<file path="src/rtl/i2c_fmt_pkg.sv">
package i2c_fmt_pkg;

    localparam int BYTE_W  = 8;
    localparam int ENTRY_W = BYTE_W + 5;
    localparam int CNT_W   = BYTE_W + 1;
    localparam int HALT_W  = 4;

    localparam int HB_ARB  = 0;
    localparam int HB_TMO  = 1;
    localparam int HB_NACK = 2;
    localparam int HB_NTMO = 3;

    typedef struct packed {
        logic              nak_ok;
        logic              rd_cont;
        logic              rd;
        logic              stop;
        logic              start;
        logic [BYTE_W-1:0] data;
    } fmt_entry_t;

    typedef enum logic [2:0] {
        OP_START  = 3'd0,
        OP_RSTART = 3'd1,
        OP_WRITE  = 3'd2,
        OP_READ   = 3'd3,
        OP_STOP   = 3'd4
    } bus_op_e;

    typedef enum logic [1:0] {PH_START, PH_WRITE, PH_READ, PH_STOP} phase_e;
    typedef enum logic [1:0] {ST_IDLE, ST_ISSUE, ST_WAIT, ST_HALT} seq_state_e;

    function automatic logic entry_illegal(fmt_entry_t e);
        return (e.stop && e.rd && e.rd_cont) || (e.nak_ok && (e.rd || e.rd_cont));
    endfunction

    function automatic logic [CNT_W-1:0] read_len(logic [BYTE_W-1:0] b);
        return (b == '0) ? CNT_W'(1 << BYTE_W) : CNT_W'(b);
    endfunction

endpackage

</file>
<file path="src/rtl/i2c_fmt_decode.sv">
module i2c_fmt_decode
    import i2c_fmt_pkg::*;
(
    input  logic [ENTRY_W-1:0] raw,
    output logic               illegal,
    output phase_e             first_ph,
    output logic [CNT_W-1:0]   len,
    output logic [BYTE_W-1:0]  data,
    output logic               stop,
    output logic               rd,
    output logic               rd_cont,
    output logic               nak_ok
);
    fmt_entry_t e;

    always_comb begin
        e        = fmt_entry_t'(raw);
        illegal  = entry_illegal(e);
        len      = read_len(e.data);
        data     = e.data;
        stop     = e.stop;
        rd       = e.rd;
        rd_cont  = e.rd_cont;
        nak_ok   = e.nak_ok;
        if (e.start)   first_ph = PH_START;
        else if (e.rd) first_ph = PH_READ;
        else           first_ph = PH_WRITE;
    end
endmodule

</file>
<file path="src/rtl/i2c_fmt_halt.sv">
module i2c_fmt_halt
    import i2c_fmt_pkg::*;
#(
    parameter int WDOG_W = 16
) (
    input  logic              clk,
    input  logic              rst,
    input  logic              set_arb,
    input  logic              set_tmo,
    input  logic              set_nack,
    input  logic [HALT_W-1:0] clr_mask,
    input  logic [WDOG_W-1:0] wd_limit,
    output logic [HALT_W-1:0] halt_q
);
    logic [WDOG_W-1:0] wd_cnt;
    logic              wd_run;
    logic              wd_fire;
    logic [HALT_W-1:0] set_vec;

    assign wd_run  = halt_q[HB_NACK] && !halt_q[HB_NTMO] && (wd_limit != '0);
    assign wd_fire = wd_run && (wd_cnt == wd_limit - WDOG_W'(1));

    always_comb begin
        set_vec          = '0;
        set_vec[HB_ARB]  = set_arb;
        set_vec[HB_TMO]  = set_tmo;
        set_vec[HB_NACK] = set_nack;
        set_vec[HB_NTMO] = wd_fire;
    end

    for (genvar i = 0; i < HALT_W; i++) begin : g_sticky
        always_ff @(posedge clk) begin
            if (rst)             halt_q[i] <= 1'b0;
            else if (set_vec[i]) halt_q[i] <= 1'b1;
            else if (clr_mask[i]) halt_q[i] <= 1'b0;
        end
    end

    always_ff @(posedge clk) begin
        if (rst || !wd_run || wd_fire) wd_cnt <= '0;
        else                           wd_cnt <= wd_cnt + WDOG_W'(1);
    end

    // a bit that was set and not cleared stays set
    a_r7_sticky: assert property (@(posedge clk) disable iff (rst)
        1'b1 |=> ((halt_q & $past(halt_q & ~clr_mask)) == $past(halt_q & ~clr_mask)));

    // the timeout bit only rises on top of an outstanding NACK
    a_r8_ntmo_after_nack: assert property (@(posedge clk) disable iff (rst)
        $rose(halt_q[HB_NTMO]) |-> halt_q[HB_NACK] || $past(halt_q[HB_NACK]));
endmodule

</file>
<file path="src/rtl/i2c_fmt_wmark.sv">
module i2c_fmt_wmark #(
    parameter int LVL_W = 7,
    parameter bit ABOVE = 1'b1
) (
    input  logic             clk,
    input  logic             rst,
    input  logic [LVL_W-1:0] level,
    input  logic [LVL_W-1:0] thresh,
    output logic             irq
);
    logic hit;

    if (ABOVE) begin : g_above
        assign hit = level > thresh;
    end else begin : g_below
        assign hit = level < thresh;
    end

    always_ff @(posedge clk) begin
        if (rst) irq <= 1'b0;
        else     irq <= hit;
    end

    // the interrupt never rises without the level crossing its threshold
    a_r9_level_cause: assert property (@(posedge clk) disable iff (rst)
        $rose(irq) |-> (ABOVE ? ($past(level) > $past(thresh)) : ($past(level) < $past(thresh))));
endmodule

</file>
<file path="src/rtl/i2c_fmt_fsm.sv">
module i2c_fmt_fsm
    import i2c_fmt_pkg::*;
(
    input  logic              clk,
    input  logic              rst,
    input  logic              enable,
    input  logic              fmt_valid,
    input  logic              illegal,
    input  phase_e            first_ph,
    input  logic [CNT_W-1:0]  len,
    input  logic [BYTE_W-1:0] e_data,
    input  logic              e_stop,
    input  logic              e_rd,
    input  logic              e_rd_cont,
    input  logic              e_nak_ok,
    input  logic              halted,
    input  logic              eng_fault,
    output logic              fmt_pop,
    output logic              illegal_err,
    output logic              cmd_valid,
    input  logic              cmd_ready,
    output bus_op_e           cmd_op,
    output logic [BYTE_W-1:0] cmd_data,
    output logic              cmd_ack,
    input  logic              eng_done,
    input  logic              eng_nack,
    input  logic [BYTE_W-1:0] eng_rdata,
    input  logic              rx_full,
    output logic              rx_push,
    output logic [BYTE_W-1:0] rx_data,
    output logic              nack_set,
    output logic              host_idle
);
    seq_state_e        state;
    phase_e            ph;
    logic [CNT_W-1:0]  remain;
    logic [BYTE_W-1:0] cur_data;
    logic              cur_stop, cur_rd, cur_rd_cont, cur_nak_ok;
    logic              in_txn;
    logic              last_rd;

    assign last_rd     = (remain == CNT_W'(1));
    assign fmt_pop     = (state == ST_IDLE) && enable && fmt_valid && !halted;
    assign illegal_err = fmt_pop && illegal;
    assign cmd_valid   = (state == ST_ISSUE) && !((ph == PH_READ) && rx_full);
    assign cmd_data    = cur_data;
    assign cmd_ack     = !last_rd || cur_rd_cont;
    assign rx_push     = (state == ST_WAIT) && (ph == PH_READ) && eng_done;
    assign rx_data     = eng_rdata;
    assign nack_set    = (state == ST_WAIT) && (ph == PH_WRITE) && eng_done
                         && eng_nack && !cur_nak_ok;
    assign host_idle   = (state == ST_IDLE) && !fmt_valid;

    always_comb begin
        case (ph)
            PH_START: cmd_op = in_txn ? OP_RSTART : OP_START;
            PH_WRITE: cmd_op = OP_WRITE;
            PH_READ:  cmd_op = OP_READ;
            default:  cmd_op = OP_STOP;
        endcase
    end

    always_ff @(posedge clk) begin
        if (rst) begin
            state       <= ST_IDLE;
            ph          <= PH_START;
            remain      <= '0;
            cur_data    <= '0;
            cur_stop    <= 1'b0;
            cur_rd      <= 1'b0;
            cur_rd_cont <= 1'b0;
            cur_nak_ok  <= 1'b0;
            in_txn      <= 1'b0;
        end else begin
            case (state)
                ST_IDLE: if (fmt_pop && !illegal) begin
                    state       <= ST_ISSUE;
                    ph          <= first_ph;
                    remain      <= len;
                    cur_data    <= e_data;
                    cur_stop    <= e_stop;
                    cur_rd      <= e_rd;
                    cur_rd_cont <= e_rd_cont;
                    cur_nak_ok  <= e_nak_ok;
                end
                ST_ISSUE: begin
                    if (eng_fault) begin
                        state  <= ST_HALT;
                        in_txn <= 1'b0;
                    end else if (cmd_valid && cmd_ready) begin
                        state <= ST_WAIT;
                    end
                end
                ST_WAIT: begin
                    if (eng_fault) begin
                        state  <= ST_HALT;
                        in_txn <= 1'b0;
                    end else if (eng_done) begin
                        case (ph)
                            PH_START: begin
                                in_txn <= 1'b1;
                                ph     <= cur_rd ? PH_READ : PH_WRITE;
                                state  <= ST_ISSUE;
                            end
                            PH_WRITE: begin
                                if (nack_set) begin
                                    state  <= ST_HALT;
                                    in_txn <= 1'b0;
                                end else if (cur_stop) begin
                                    ph    <= PH_STOP;
                                    state <= ST_ISSUE;
                                end else begin
                                    state <= ST_IDLE;
                                end
                            end
                            PH_READ: begin
                                remain <= remain - CNT_W'(1);
                                if (!last_rd) begin
                                    state <= ST_ISSUE;
                                end else if (cur_stop) begin
                                    ph    <= PH_STOP;
                                    state <= ST_ISSUE;
                                end else begin
                                    state <= ST_IDLE;
                                end
                            end
                            default: begin
                                in_txn <= 1'b0;
                                state  <= ST_IDLE;
                            end
                        endcase
                    end
                end
                default: if (!halted) state <= ST_IDLE;
            endcase
        end
    end

    // an offered command holds until it is taken
    a_r12_cmd_hold: assert property (@(posedge clk) disable iff (rst)
        (cmd_valid && !cmd_ready && !eng_fault) |=>
            (cmd_valid || rx_full) && $stable(cmd_op) && $stable(cmd_data));

    // no read offered without receive space
    a_r11_rx_room: assert property (@(posedge clk) disable iff (rst)
        (cmd_valid && (cmd_op == OP_READ)) |-> !rx_full);

    // a discarded entry produces no command in the following cycle
    a_r5_illegal_quiet: assert property (@(posedge clk) disable iff (rst)
        illegal_err |=> !cmd_valid);
endmodule

</file>
<file path="src/rtl/i2c_fmt_sequencer.sv">
module i2c_fmt_sequencer
    import i2c_fmt_pkg::*;
#(
    parameter int LVL_W  = 7,
    parameter int WDOG_W = 16
) (
    input  logic               clk,
    input  logic               rst,
    input  logic               enable,
    input  logic               fmt_valid,
    input  logic [ENTRY_W-1:0] fmt_entry,
    input  logic [LVL_W-1:0]   fmt_level,
    output logic               fmt_pop,
    output logic               cmd_valid,
    input  logic               cmd_ready,
    output logic [2:0]         cmd_op,
    output logic [BYTE_W-1:0]  cmd_data,
    output logic               cmd_ack,
    input  logic               eng_done,
    input  logic               eng_nack,
    input  logic [BYTE_W-1:0]  eng_rdata,
    input  logic               eng_arb_lost,
    input  logic               eng_bus_timeout,
    input  logic               rx_full,
    input  logic [LVL_W-1:0]   rx_level,
    output logic               rx_push,
    output logic [BYTE_W-1:0]  rx_data,
    output logic [HALT_W-1:0]  halt_events,
    input  logic [HALT_W-1:0]  halt_clear,
    input  logic [WDOG_W-1:0]  nack_wait_limit,
    input  logic [LVL_W-1:0]   rx_thresh,
    input  logic [LVL_W-1:0]   fmt_thresh,
    output logic               irq_rx_wm,
    output logic               irq_fmt_wm,
    output logic               illegal_err,
    output logic               host_idle
);
    logic              illegal, e_stop, e_rd, e_rd_cont, e_nak_ok, nack_set;
    phase_e            first_ph;
    logic [CNT_W-1:0]  len;
    logic [BYTE_W-1:0] e_data;
    bus_op_e           op;

    assign cmd_op = op;

    i2c_fmt_decode u_dec (
        .raw(fmt_entry), .illegal(illegal), .first_ph(first_ph), .len(len),
        .data(e_data), .stop(e_stop), .rd(e_rd), .rd_cont(e_rd_cont), .nak_ok(e_nak_ok)
    );

    i2c_fmt_fsm u_fsm (
        .clk(clk), .rst(rst), .enable(enable), .fmt_valid(fmt_valid),
        .illegal(illegal), .first_ph(first_ph), .len(len), .e_data(e_data),
        .e_stop(e_stop), .e_rd(e_rd), .e_rd_cont(e_rd_cont), .e_nak_ok(e_nak_ok),
        .halted(|halt_events), .eng_fault(eng_arb_lost || eng_bus_timeout),
        .fmt_pop(fmt_pop), .illegal_err(illegal_err), .cmd_valid(cmd_valid),
        .cmd_ready(cmd_ready), .cmd_op(op), .cmd_data(cmd_data), .cmd_ack(cmd_ack),
        .eng_done(eng_done), .eng_nack(eng_nack), .eng_rdata(eng_rdata),
        .rx_full(rx_full), .rx_push(rx_push), .rx_data(rx_data),
        .nack_set(nack_set), .host_idle(host_idle)
    );

    i2c_fmt_halt #(.WDOG_W(WDOG_W)) u_halt (
        .clk(clk), .rst(rst), .set_arb(eng_arb_lost), .set_tmo(eng_bus_timeout),
        .set_nack(nack_set), .clr_mask(halt_clear), .wd_limit(nack_wait_limit),
        .halt_q(halt_events)
    );

    i2c_fmt_wmark #(.LVL_W(LVL_W), .ABOVE(1'b1)) u_rx_wm (
        .clk(clk), .rst(rst), .level(rx_level), .thresh(rx_thresh), .irq(irq_rx_wm)
    );

    i2c_fmt_wmark #(.LVL_W(LVL_W), .ABOVE(1'b0)) u_fmt_wm (
        .clk(clk), .rst(rst), .level(fmt_level), .thresh(fmt_thresh), .irq(irq_fmt_wm)
    );

    // nothing is taken from the format queue while halted
    a_r6_no_pop_halted: assert property (@(posedge clk) disable iff (rst)
        (|halt_events) |-> !fmt_pop);

    // a disabled sequencer never pops
    a_r10_disabled_no_pop: assert property (@(posedge clk) disable iff (rst)
        !enable |-> !fmt_pop);
endmodule

</file>
<file path="config.mk">
export PLATFORM = sky130hd
export DESIGN_NAME = i2c_fmt_sequencer
export DESIGN_NICKNAME = d
export VERILOG_FILES = /design/src/rtl/i2c_fmt_pkg.sv /design/src/rtl/i2c_fmt_decode.sv /design/src/rtl/i2c_fmt_halt.sv /design/src/rtl/i2c_fmt_wmark.sv /design/src/rtl/i2c_fmt_fsm.sv /design/src/rtl/i2c_fmt_sequencer.sv
export SDC_FILE = /design/constraint.sdc
export NUM_CORES = 1
export LEC_CHECK = 0
export ABC_AREA = 1
export BUFFER_PORTS_ARGS = -buffer_cell sky130_fd_sc_hd__buf_2
export CORE_MARGIN = 3
export CORE_UTILIZATION = 50
export CTS_BUF_LIST = sky130_fd_sc_hd__clkbuf_8
export DETAILED_ROUTE_END_ITERATION = 6
export PLACE_DENSITY = 0.78
export SYNTH_ARGS = -nofsm -noshare
export SYNTH_HDL_FRONTEND = slang
export SYNTH_SLANG_ARGS = --single-unit
</file>
<file path="constraint.sdc">
create_clock -name clk -period 2.6 [get_ports clk]
set_input_delay 0.39 -clock clk [delete_from_list [all_inputs] [get_ports clk]]
set_output_delay 0.39 -clock clk [all_outputs]
set_load 0.01 [all_outputs]
</file>
After elaboration in Yosys (flattened, before gate mapping)
Cells that the tools add are included.
- logic and storage cells: 135
- bits of input ports: 79
- output and inout port bits: 31
- flip-flop bits (word level): 48
- equality and inequality tests: 19
- reductions and logical operators: 51
- multiplexer cells: 44
- $lt $le $gt $ge: 2
- add/subtract/negate cells: 3
- operators by type and width (operator ; count):
    9-bit two-way mux ; 5
    2-bit two-way mux ; 17
    1-bit logical AND ; 21
    2-bit one-hot mux with 3 select lines ; 3
    9-bit one-hot mux with 2 select lines ; 1
    16-bit by 1-bit adder with 16-bit output, second input constant ; 1
    16-bit == test ; 1
    16-bit nonzero test ; 1
    16-bit by 1-bit subtractor with 16-bit output, second input constant ; 1
    1-bit two-way mux ; 14
    3-bit by 2-bit inequality test with 1-bit output, second input constant ; 4
    2-bit nonzero test ; 6
    5-bit AND reduction ; 2
    9-bit by 1-bit == test with 1-bit output, second input constant ; 1
    3-bit one-hot mux with 3 select lines ; 1
    9-bit by 1-bit subtractor with 9-bit output, second input constant ; 1
    1-bit logical NOT ; 8
    8-bit logical NOT ; 1
    2-bit inequality test, second input constant ; 4
    4-bit inequality test, second input constant ; 2
    7-bit > comparator ; 1
    7-bit < comparator ; 1
    7-bit AND reduction ; 1
    1-bit logical OR ; 6
    12 further kinds ; 15

Logic depth before layout (Yosys ltp)
Gate-level depths: netlist of the first run.
- depth in word-level cells: 10
- depth in mapped cells: 15
- mapped depth without buffers: 14

Hierarchy
A second synthesis of the first run with hierarchy kept.
- cells, all modules: 645
- area, all modules: 4117.7 sq um
- by module, submodules not included (module ; area an instance (sq um) ; seq. area each (sq um) ; cells each ; times used):
    i2c_fmt_fsm ; 1747.9 ; 520.5 ; 262 ; 1
    i2c_fmt_halt ; 1729.2 ; 400.4 ; 275 ; 1
    i2c_fmt_wmark at u_rx_wm ; 242.7 ; 20.0 ; 37 ; 1
    i2c_fmt_wmark at u_fmt_wm ; 209.0 ; 20.0 ; 34 ; 1
    i2c_fmt_decode ; 171.4 ; 0.0 ; 33 ; 1
    i2c_fmt_sequencer ; 17.5 ; 0.0 ; 4 ; 1

Worst setup path after synthesis of the first run
No wires, ideal clock.
- path type: input to register
- start: input port nack_wait_limit[0]
- end: register u_halt.wd_cnt[9]
- buffers on the path: 1
- data required time: 2479 ps
- cell stages on the path: 11
- data arrival time: 1669 ps
- setup time: 121 ps
- setup slack: 810 ps
- cell sequence: inv_2 > ha_1 > nand2_2 > nor2_2 > xor2_1 > nand3_1 > nor2_1 > nand2_2 > nand3_4 > buf_12 > nor2_4
- cells in the longest elaborated chain, start to end: 5
- elaborated cells between the ends (all ways): 8
- classes of those cells: add/sub (1); eq/ne (1); reduce/logical (6)
- ends and longest elaborated chain (element ; RTL line ; RTL):
    start: declaration ; i2c_fmt_sequencer.sv:30 ; input logic [WDOG_W-1:0] nack_wait_limit,
    branches (longest 4 deep; another with 16-bit by 1-bit subtractor with 16-bit output) ; n/a ;
    1-bit logical OR * ; i2c_fmt_halt.sv:40 ; if (rst || !wd_run || wd_fire) wd_cnt <= '0;
    end signal: assignment ; i2c_fmt_halt.sv:41 ; else wd_cnt <= wd_cnt + WDOG_W'(1);
    end: declaration ; i2c_fmt_halt.sv:15 ; logic [WDOG_W-1:0] wd_cnt;
Mark *: on every way between the ends.
A chain may end at the register's enable or synchronous reset.

Worst setup path after layout of the first run
- start: register u_fsm.state[0]
- end: register u_fsm.remain[5]
- cells in the longest elaborated chain, start to end: 7
- elaborated cells between the ends (all ways): 13
- classes of those cells: eq/ne (5); mux (1); reduce/logical (7)
- ends and longest elaborated chain (element ; RTL line ; RTL):
    start: declaration ; i2c_fmt_fsm.sv:34 ; seq_state_e state;
    start signal: assignment ; i2c_fmt_fsm.sv:65 ; state <= ST_IDLE;
    start signal: assignment ; i2c_fmt_fsm.sv:77 ; state <= ST_ISSUE;
    start signal: assignment ; i2c_fmt_fsm.sv:88 ; state <= ST_HALT;
    2-bit logical NOT ; i2c_fmt_fsm.sv:43, i2c_fmt_fsm.sv:75 ;
    1-bit logical AND (3 in series) ; i2c_fmt_fsm.sv:43 ; assign fmt_pop = (state == ST_IDLE) && enable && fmt_valid && !halted;
    1-bit logical AND ; i2c_fmt_fsm.sv:76 ; ST_IDLE: if (fmt_pop && !illegal) begin
    2-bit inequality test (no source line) ; n/a ;
    5-bit AND reduction (no source line) ; n/a ;
    end signal: assignment ; i2c_fmt_fsm.sv:79 ; remain <= len;
    end signal: assignment ; i2c_fmt_fsm.sv:117 ; remain <= remain - CNT_W'(1);
    end: declaration ; i2c_fmt_fsm.sv:36 ; logic [CNT_W-1:0] remain;
Several ways; a longest one is shown, not always the timed one.

==> results of run 1 <==
registers in the layout, summed over array words and instances (netlist names), 2 cells and up:
signal	cells
u_halt.wd_cnt	16
u_fsm.state	2
u_halt.halt_q	4
u_fsm.ph	2
u_fsm.remain	9
u_fsm.cmd_data	8
stage by stage:
stage | instance area (sq um) | hold slack, ps | worst slack, ps
3_5_place_dp | 4150 | 447 | 314
5_1_grt | 4240 | 320 | 41.9
6_report | 4240 | 313 | 256
2_1_floorplan | 3660 | 429 | 810
4_1_cts | 4240 | 310 | 293
3_3_place_gp | 4150 | 444 | 471
cell type report:
| class | instances | area share [%] |
|---|---|---|
| clock inverters | 2 | 0.265 |
| repair buffers | 96 | 11.5 |
| multi-input cells | 395 | 53.4 |
| flip-flops and latches | 48 | 22.6 |
| clock buffers | 6 | 1.95 |
| well taps | 96 | 2.83 |
| inverters | 84 | 7.43 |
logic make-up after synthesis:
family | after synthesis | share of synthesized area [%]
buf+inv | 102 | 11.8
flops | 48 | 26.3
fa+ha+maj | 25 | 8.55
compound gates | 86 | 12.9
simple gates | 255 | 33.5
xor+xnor | 29 | 6.94
power groups by stage:
stage | clock, mW | sequential, mW | combinational (mW)
finish | 0.460 | 0.934 | 1.17
detailed placement | 0 | 0.948 | 1.15
floorplan | 0 | 0.935 | 0.854
CTS | 0.469 | 0.932 | 1.16
global route | 0.499 | 0.949 | 1.34
global placement | 0 | 0.947 | 1.12
worst max-delay path, delay by kind of cell (launching register included):
| family | cells | cell delay (ps) |
|---|---|---|
| AND/OR/NAND/NOR | 3 | 590 |
| flip-flops | 1 | 380 |
| adder cells (fa/ha/maj) | 1 | 340 |
| AO/OA/AOI/OAI | 2 | 270 |
| buffers and inverters | 3 | 680 |
cells in the final DEF, fill, tap and decap left out, drive strengths merged, types with 2 or more instances in the layout:
master / instances
a21oi: 33
a31oi: 2
clkbuf: 6
dfxtp: 48
nor2: 98
ha: 25
o21ai: 39
o211ai: 5
xor2: 19
nand3: 32
nand4: 3
or2: 3
nand3b: 5
xnor2: 10
nor3: 4
buf: 96
nand2: 106
inv: 85
a211oi: 2
nor4: 2
routing by layer:
| metal | vias to the layer above | wire length (um) | share of wire [%] | track usage, % |
|---|---|---|---|---|
| met5 | - | 0 | 0 | 0 |
| met4 | 0 | 89 | 1.0 | 4.77 |
| met3 | 7 | 276 | 3.1 | 2.07 |
| met2 | 64 | 4620 | 53 | 40.5 |
| met1 | 1659 | 3800 | 43 | 25.7 |
| li1 | 1889 | - | - | - |
final timing paths:
check / startpoint / end / slack (ps) / depth (start not counted)
setup / recovery: u_fsm.state[0] / u_fsm.remain[5] / 260 / 9
hold / removal: eng_bus_timeout / u_halt.halt_q[1] / 310 / 3
setup reg to reg: u_fsm.state[0] / u_fsm.remain[5] / 260 / 9
hold reg to reg: u_fsm.cur_nak_ok / u_fsm.cur_nak_ok / 460 / 2
==> results.cfg, run 1 <==
[floorplanning]
core-area_sq_mm = 0.00694
dieArea_sq_mm = 0.00838
initial_core_util_pct = 52.7
num_rows = 30
die_w_um = 91.5
ios = 110
fp.dieH_um = 91.5

[critical_path]
cp_cell_sequence = inv_1 -> ha_1 -> inv_1 -> nor2_1 -> nor3b_1 -> nand2_1 -> inv_1 -> o211ai_1 -> a21oi_1
worstSetupStartpointType = register
required_ps = 2830
crit_arrival_ps = 2570
max_stage_delay_ps = 380
cp_slowest_cell = dfxtp_1
critPathCaptureType = register
critPathKind = reg2reg
cp_common_cell = inv_1
path_max_fanout = 14

[yosys]
yosys_warnings = 0
ys_seq_area_share_pct = 26.3
yosysMostFrequentCell = nand2_1
synth-main-ff-cell = dfxtp_1
yosys-top-cells-area = dfxtp_1 (26%), nand2_1 (10%), ha_1 (8.6%)
synth_cell_type_count = 39
yosysTopAreaCellShare_pct = 26.3
syn_area_per_cell_sq_um = 6.71
synth_common_cells = nand2_1 (101), inv_1 (82), nor2_1 (74)
post-synth-top-area-cell = dfxtp_1
synth_edf_count = 0
synthArstFlopShare_pct = 0
ys_ff_latch = 48
synth_area_sq_mm = 0.00366
syn_inst = 545
mappedNetlistNets = 649

[detailed_routing]
initialDrtViolationCount = 84
drc = 0
drtPass1Iterations = 4
drt-wirelength-per-cell_um = 12.1
routed_via_density = 4.98
drt_wl_total_mm = 8.78
postRouteAntennaNets = 0
vias = 3619

[pwr]
p_total_mw = 2.56
pwr-share-comb_pct = 45.6
p_switching_mw = 1.06
internal_power_mw = 1.51
p_seq_share_pct = 36.4
p_sw_share_pct = 41.3
p_clk_share_pct = 17.9
p_per_area_mw_per_mm2 = 605
ir_worst_vdd_v = 0.000382
total_leakage_power_nw = 2.08

[timing]
fin_crit_ps = 2340
setup_viol = 0
fmax_mhz = 427
hold_violations = 0
post-route-period-util_pct = 90.2
skew_ps = 6.20
drv_slew = 0
worst_slew_pin_slew_ps = 387
rsz0062_at_grt = false
setup_tns_ps = 0
slew_headroom_pct = 74.2

[placement]
port_buffers = 93
hpwl_mm = 7.20
place_congestion = 0.926
dpl.cell_count = 719

[clock_tree]
cts_hold_buffers = 0
path_clk_slew_ps = 90
cts_buffer_depth = 2
cts_tree = done
cts.sinks = 48
htree_levels = 2
cts_resized = 0
cts_buffers = 5
cts_setup_buffers = 0
root_buffer = clkbuf_8
clk_latency_ps = 300

[finish]
drive_gt1_share_pct = 22.3
multiInputGateArea_sq_mm = 0.00226
nNetsFinal = 734
area_delta_synth_final_pct = 16.0
fillCellCount = 703
stdcell_count = 727
n_antenna_cell = 0
register_area_sq_um = 961
utilization_pct = 61.1

[worst_hold_path]
holdCritPathClass = in2reg

[grt]
antenna_found_initial = 0
grt_pass1_wl_mm = 15.2
grt_use_total_pct = 21.4
grt_max_degree = 22
overflow = 0
grt_pass1_vias = 3574

[flow_run]
maxCapViolations = 0

[outcome]
status = completed
No activity file was read; power rests on OpenSTA's default activity.
==> run 2: changes to the inputs <==
- BUFFER_PORTS_ARGS: -buffer_cell sky130_fd_sc_hd__buf_2 -> not set
- DONT_BUFFER_PORTS: not set -> 1
- PLACE_DENSITY: 0.78 -> not set
==> results.cfg, run 2 (synthesis gave the netlist of run 1 again) <==
[detailed_routing]
wl_met2_mm = 3.61
postRouteAntennaNets = 0
routed_via_density = 5.06
drt_wl_total_mm = 8.03
drc = 0
top_layer_used = met4
initialDrtViolationCount = 90
drtPass1Iterations = 4
wl_met1_mm = 3.77
vias = 3218
drt-wirelength-per-cell_um = 12.6
met3_length_um = 625

[clock_tree]
cts_buffers = 5
cts_resized = 0
htree_levels = 2
cts_tree = done
cts_setup_buffers = 0
root_buffer = clkbuf_8
cts_buffer_depth = 2
clk_latency_ps = 300
path_clk_slew_ps = 90
cts_hold_buffers = 0
cts.sinks = 48

[critical_path]
cp_cell_sequence = nor2_1 -> inv_1 -> nor2_1 -> nand4_1 -> or2_2
cp_slowest_cell = or2_2
crit_cells = 5
required_ps = 2210
path_max_fanout = 5
crit_buf_inv = 1
crit_arrival_ps = 1690
max_stage_delay_ps = 360
critical_path.startpoint = u_fsm.remain[2]
critical_path.endpoint = cmd_ack
reg2reg_from = u_fsm.state[0]
cp_common_cell = nor2_1
ff2ff_setup_slack_ps = 600
reg2reg_depth = 9
critPathKind = reg2out
critPathCaptureType = output pin
worstSetupStartpointType = register
timing.rr.end = u_fsm.cmd_data[3]
critPathTopFamily = simple AND/OR/NAND/NOR gates

[grt]
overflow = 0
grt_max_degree = 23
grt_use_total_pct = 19.5
antenna_found_initial = 0
grt_pass1_vias = 3038
grt_pass1_wl_mm = 13.8

[floorplanning]
num_rows = 30
fp.dieH_um = 91.5
ios = 110
initial_core_util_pct = 52.7
core-area_sq_mm = 0.00694
dieArea_sq_mm = 0.00838
die_w_um = 91.5

[placement]
place_congestion = 0.867
hpwl_mm = 6.60
port_buffers = 0

[timing]
hold_violations = 0
post-route-period-util_pct = 79.8
slew_headroom_pct = 73.9
fmax_mhz = 482
setup_tns_ps = 0
drv_slew = 0
skew_ps = 9.97
fin_crit_ps = 2080
setup_viol = 0
rsz0062_at_grt = false
worst_slew_pin_slew_ps = 391
hold_ws_ps = 152

[outcome]
status = completed

[pwr]
pwr-share-comb_pct = 43.0
p_seq_share_pct = 39.2
ir_worst_vdd_v = 0.000369
total_leakage_power_nw = 1.69
p_per_area_mw_per_mm2 = 634
internal_power_mw = 1.43
p_clk_share_pct = 17.8
p_switching_mw = 0.974
p_sw_share_pct = 40.6

[flow_run]
maxCapViolations = 0

[finish]
final_common_cell = nand2_1
final_cell_mix = nand2_1 (101), inv_1 (84), nor2_1 (74)
area_delta_synth_final_pct = 3.46
fillCellCount = 734
n_antenna_cell = 0
drive_gt1_share_pct = 9.07
largest_reg_flops = 16
nNetsFinal = 643
top_register = u_halt.wd_cnt

[worst_hold_path]
holdCritPathClass = in2reg
==> run 2: worst min path at each step <==
stage                startpoint          endpoint  slack (ps)  cells after the start
2_1_floorplan  u_fsm.cur_nak_ok  u_fsm.cur_nak_ok         430                      2
3_3_place_gp   u_halt.wd_cnt[0]  u_halt.wd_cnt[0]         460                      1
3_5_place_dp                rst   u_fsm.remain[7]         460                      1
4_1_cts                     rst   u_fsm.remain[7]         140                      1
5_1_grt                     rst  u_halt.halt_q[3]         130                      1
6_report                    rst  u_halt.halt_q[2]         150                      1
==> run 2: area by class of cell <==
| class | instances | area, sq um | area share (%) |
|---|---|---|---|
| Timing Repair Buffer | 5 | 37.5 | 0.992 |
| Clock inverter | 3 | 16.3 | 0.430 |
| Sequential cell | 48 | 961 | 25.4 |
| Inverter | 84 | 315 | 8.33 |
| Multi-Input combinational cell | 395 | 2260 | 59.9 |
| Clock buffer | 5 | 68.8 | 1.82 |
| Tap cell | 96 | 120 | 3.17 |
==> run 2: metrics by stage <==
step | area (sq um) | power (mW) | utilization, % | setup WS (ps) | cells
2_1_floorplan | 3660 | 1.79 | - | 810 | 545
3_3_place_gp | 3700 | 1.98 | 53.3 | 640 | 628
3_5_place_dp | 3700 | 1.99 | 53.3 | 570 | 628
4_1_cts | 3780 | 2.43 | 54.5 | 513 | 636
5_1_grt | 3780 | 2.64 | 54.5 | 351 | 636
6_report | 3780 | 2.40 | 54.5 | 525 | 636
==> run 2: worst register-to-register path: stages (launching register included) <==
cell and delay (ps):
dfxtp_1 340, inv_1 120, ha_1 230, nand3_1 80
nor2_1 290, nand2_1 160, buf_4 220, inv_1 260
o21ai_0 120, a21oi_1 120
==> run 2: metal layers <==
layer | track usage [%] | up-vias
li1 | - | 1704
met1 | 26.1 | 1413
met2 | 31.8 | 97
met3 | 5.63 | 4
met4 | 2.51 | 0
met5 | 0 | -
==> run 2: power groups by stage <==
| stage | registers, mW | clock network (mW) | logic [mW] |
|---|---|---|---|
| global placement | 0.957 | 0 | 1.03 |
| finish | 0.941 | 0.426 | 1.03 |
| floorplan | 0.935 | 0 | 0.854 |
| detailed placement | 0.958 | 0 | 1.03 |
| global route | 0.960 | 0.479 | 1.20 |
| CTS | 0.942 | 0.451 | 1.04 |
==> run 3: changes to the inputs <==
- clock period: 2.6 -> 2.1 ns (I/O delays scaled with it)
==> results.cfg, run 3 (synthesis gave the netlist of run 1 again) <==
[finish]
final_common_cell = nand2_1
largest_reg_flops = 16
postLayoutCellArea_sq_mm = 0.00381
utilization_pct = 54.8
drive_gt1_share_pct = 9.80
area_delta_synth_final_pct = 4.07
nNetsFinal = 644
final_cell_mix = nand2_1 (101), inv_1 (82), nor2_1 (73)
fillCellCount = 714
n_antenna_cell = 0
stdcell_count = 637
top_register = u_halt.wd_cnt

[clock_tree]
cts.sinks = 48
clk_latency_ps = 300
cts_buffer_depth = 2
root_buffer = clkbuf_8
cts_setup_buffers = 0
path_clk_slew_ps = 90
cts_tree = done
htree_levels = 2
cts_buffers = 5

[timing]
worst_slew_pin_slew_ps = 422
post-route-period-util_pct = 91.9
rsz0062_at_grt = false
setup_tns_ps = 0
drv_slew = 0
fmax_mhz = 518
setup_viol = 0
fin_crit_ps = 1930
slew_headroom_pct = 71.6
hold_violations = 0
skew_ps = 5.97

[placement]
hpwl_mm = 6.78
placement.cell_area_sq_mm = 0.00371
port_buffers = 0
dpl.cell_count = 629
place_congestion = 0.840

[grt]
grt_max_degree = 23
grt.busiest_layer = met2
grt_pass1_wl_mm = 13.9
use_met1_pct = 26.6
use_met2_pct = 32.6
grt_pass1_vias = 3129
grt_use_total_pct = 19.9
grtUsageMet3_pct = 4.97
antenna_found_initial = 0
overflow = 0

[outcome]
status = completed

[floorplanning]
dieArea_sq_mm = 0.00838
ios = 110
num_rows = 30
core-area_sq_mm = 0.00694
fp.dieH_um = 91.5
die_w_um = 91.5
initial_core_util_pct = 52.7

[pwr]
p_seq_share_pct = 38.3
pwr-share-comb_pct = 43.0
p_clk_share_pct = 18.7
p_sw_share_pct = 40.8
internal_power_mw = 1.81
p_switching_mw = 1.24
p_per_area_mw_per_mm2 = 802
ir_worst_vdd_v = 0.000427
total_leakage_power_nw = 1.69

[detailed_routing]
postRouteAntennaNets = 0
drtPass1Iterations = 5
drc = 0
routed_via_density = 5.17
initialDrtViolationCount = 129
drt-wirelength-per-cell_um = 13.0
drt_wl_total_mm = 8.30
vias = 3291

[worst_hold_path]
holdCritPathClass = in2reg

[critical_path]
critPathCaptureType = output pin
critPathKind = reg2out
required_ps = 1780
crit_arrival_ps = 1610
path_max_fanout = 5
worstSetupStartpointType = register

[flow_run]
maxCapViolations = 0
run 3: final timing paths:
kind	from	end	slack [ps]	depth (start not counted)
setup / recovery	u_fsm.remain[2]	cmd_ack	170	5
setup reg to reg	u_halt.wd_cnt[0]	u_halt.wd_cnt[14]	260	9
hold reg to reg	u_halt.wd_cnt[0]	u_halt.wd_cnt[0]	480	1
hold / removal	rst	u_fsm.remain[7]	70	1
run 3: timing repair:
item                                    4_1_cts  5_1_grt
endpoints found under the setup margin        0        7
resized for setup                             0        3
hold endpoints to repair                      0        0
hold buffers                                  0        0
run 3: cell type report:
type | count | area [sq um] | area share, %
Tap cell | 96 | 120 | 3.16
Inverter | 84 | 319 | 8.38
Sequential cell | 48 | 961 | 25.2
Multi-Input combinational cell | 395 | 2270 | 59.6
Clock buffer | 6 | 82.6 | 2.17
Timing Repair Buffer | 6 | 45.0 | 1.18
Clock inverter | 2 | 11.3 | 0.296
run 3: through the flow:
stage	setup slack [ps]	total power [mW]	hold slack, ps
final	171	3.05	74.9
after CTS	107	3.06	64.6
after global routing	50.9	3.32	62.5
after floorplan	323	2.21	393
after detailed placement	129	2.48	389
after global placement	203	2.45	388
run 3: metal layers:
| layer | vias up | wire, um | part of all wire, % |
|---|---|---|---|
| met5 | - | 0 | 0 |
| li1 | 1710 | - | - |
| met2 | 107 | 3780 | 46 |
| met4 | 0 | 42 | 0.51 |
| met3 | 6 | 626 | 7.5 |
| met1 | 1468 | 3850 | 46 |
run 3: critical path, cell delays in order (launching register included):
cell	delay [ps]
dfxtp_1	360
nor2_2	180
inv_1	60
nor2_1	160
nand4_1	180
or2_2	360
run 3: power by group through the flow:
stage | Sequential [mW] | Clock [mW] | Combinational (mW)
finish | 1.17 | 0.572 | 1.31
global route | 1.19 | 0.625 | 1.51
CTS | 1.17 | 0.594 | 1.30
detailed placement | 1.19 | 0 | 1.29
global placement | 1.18 | 0 | 1.27
floorplan | 1.16 | 0 | 1.06
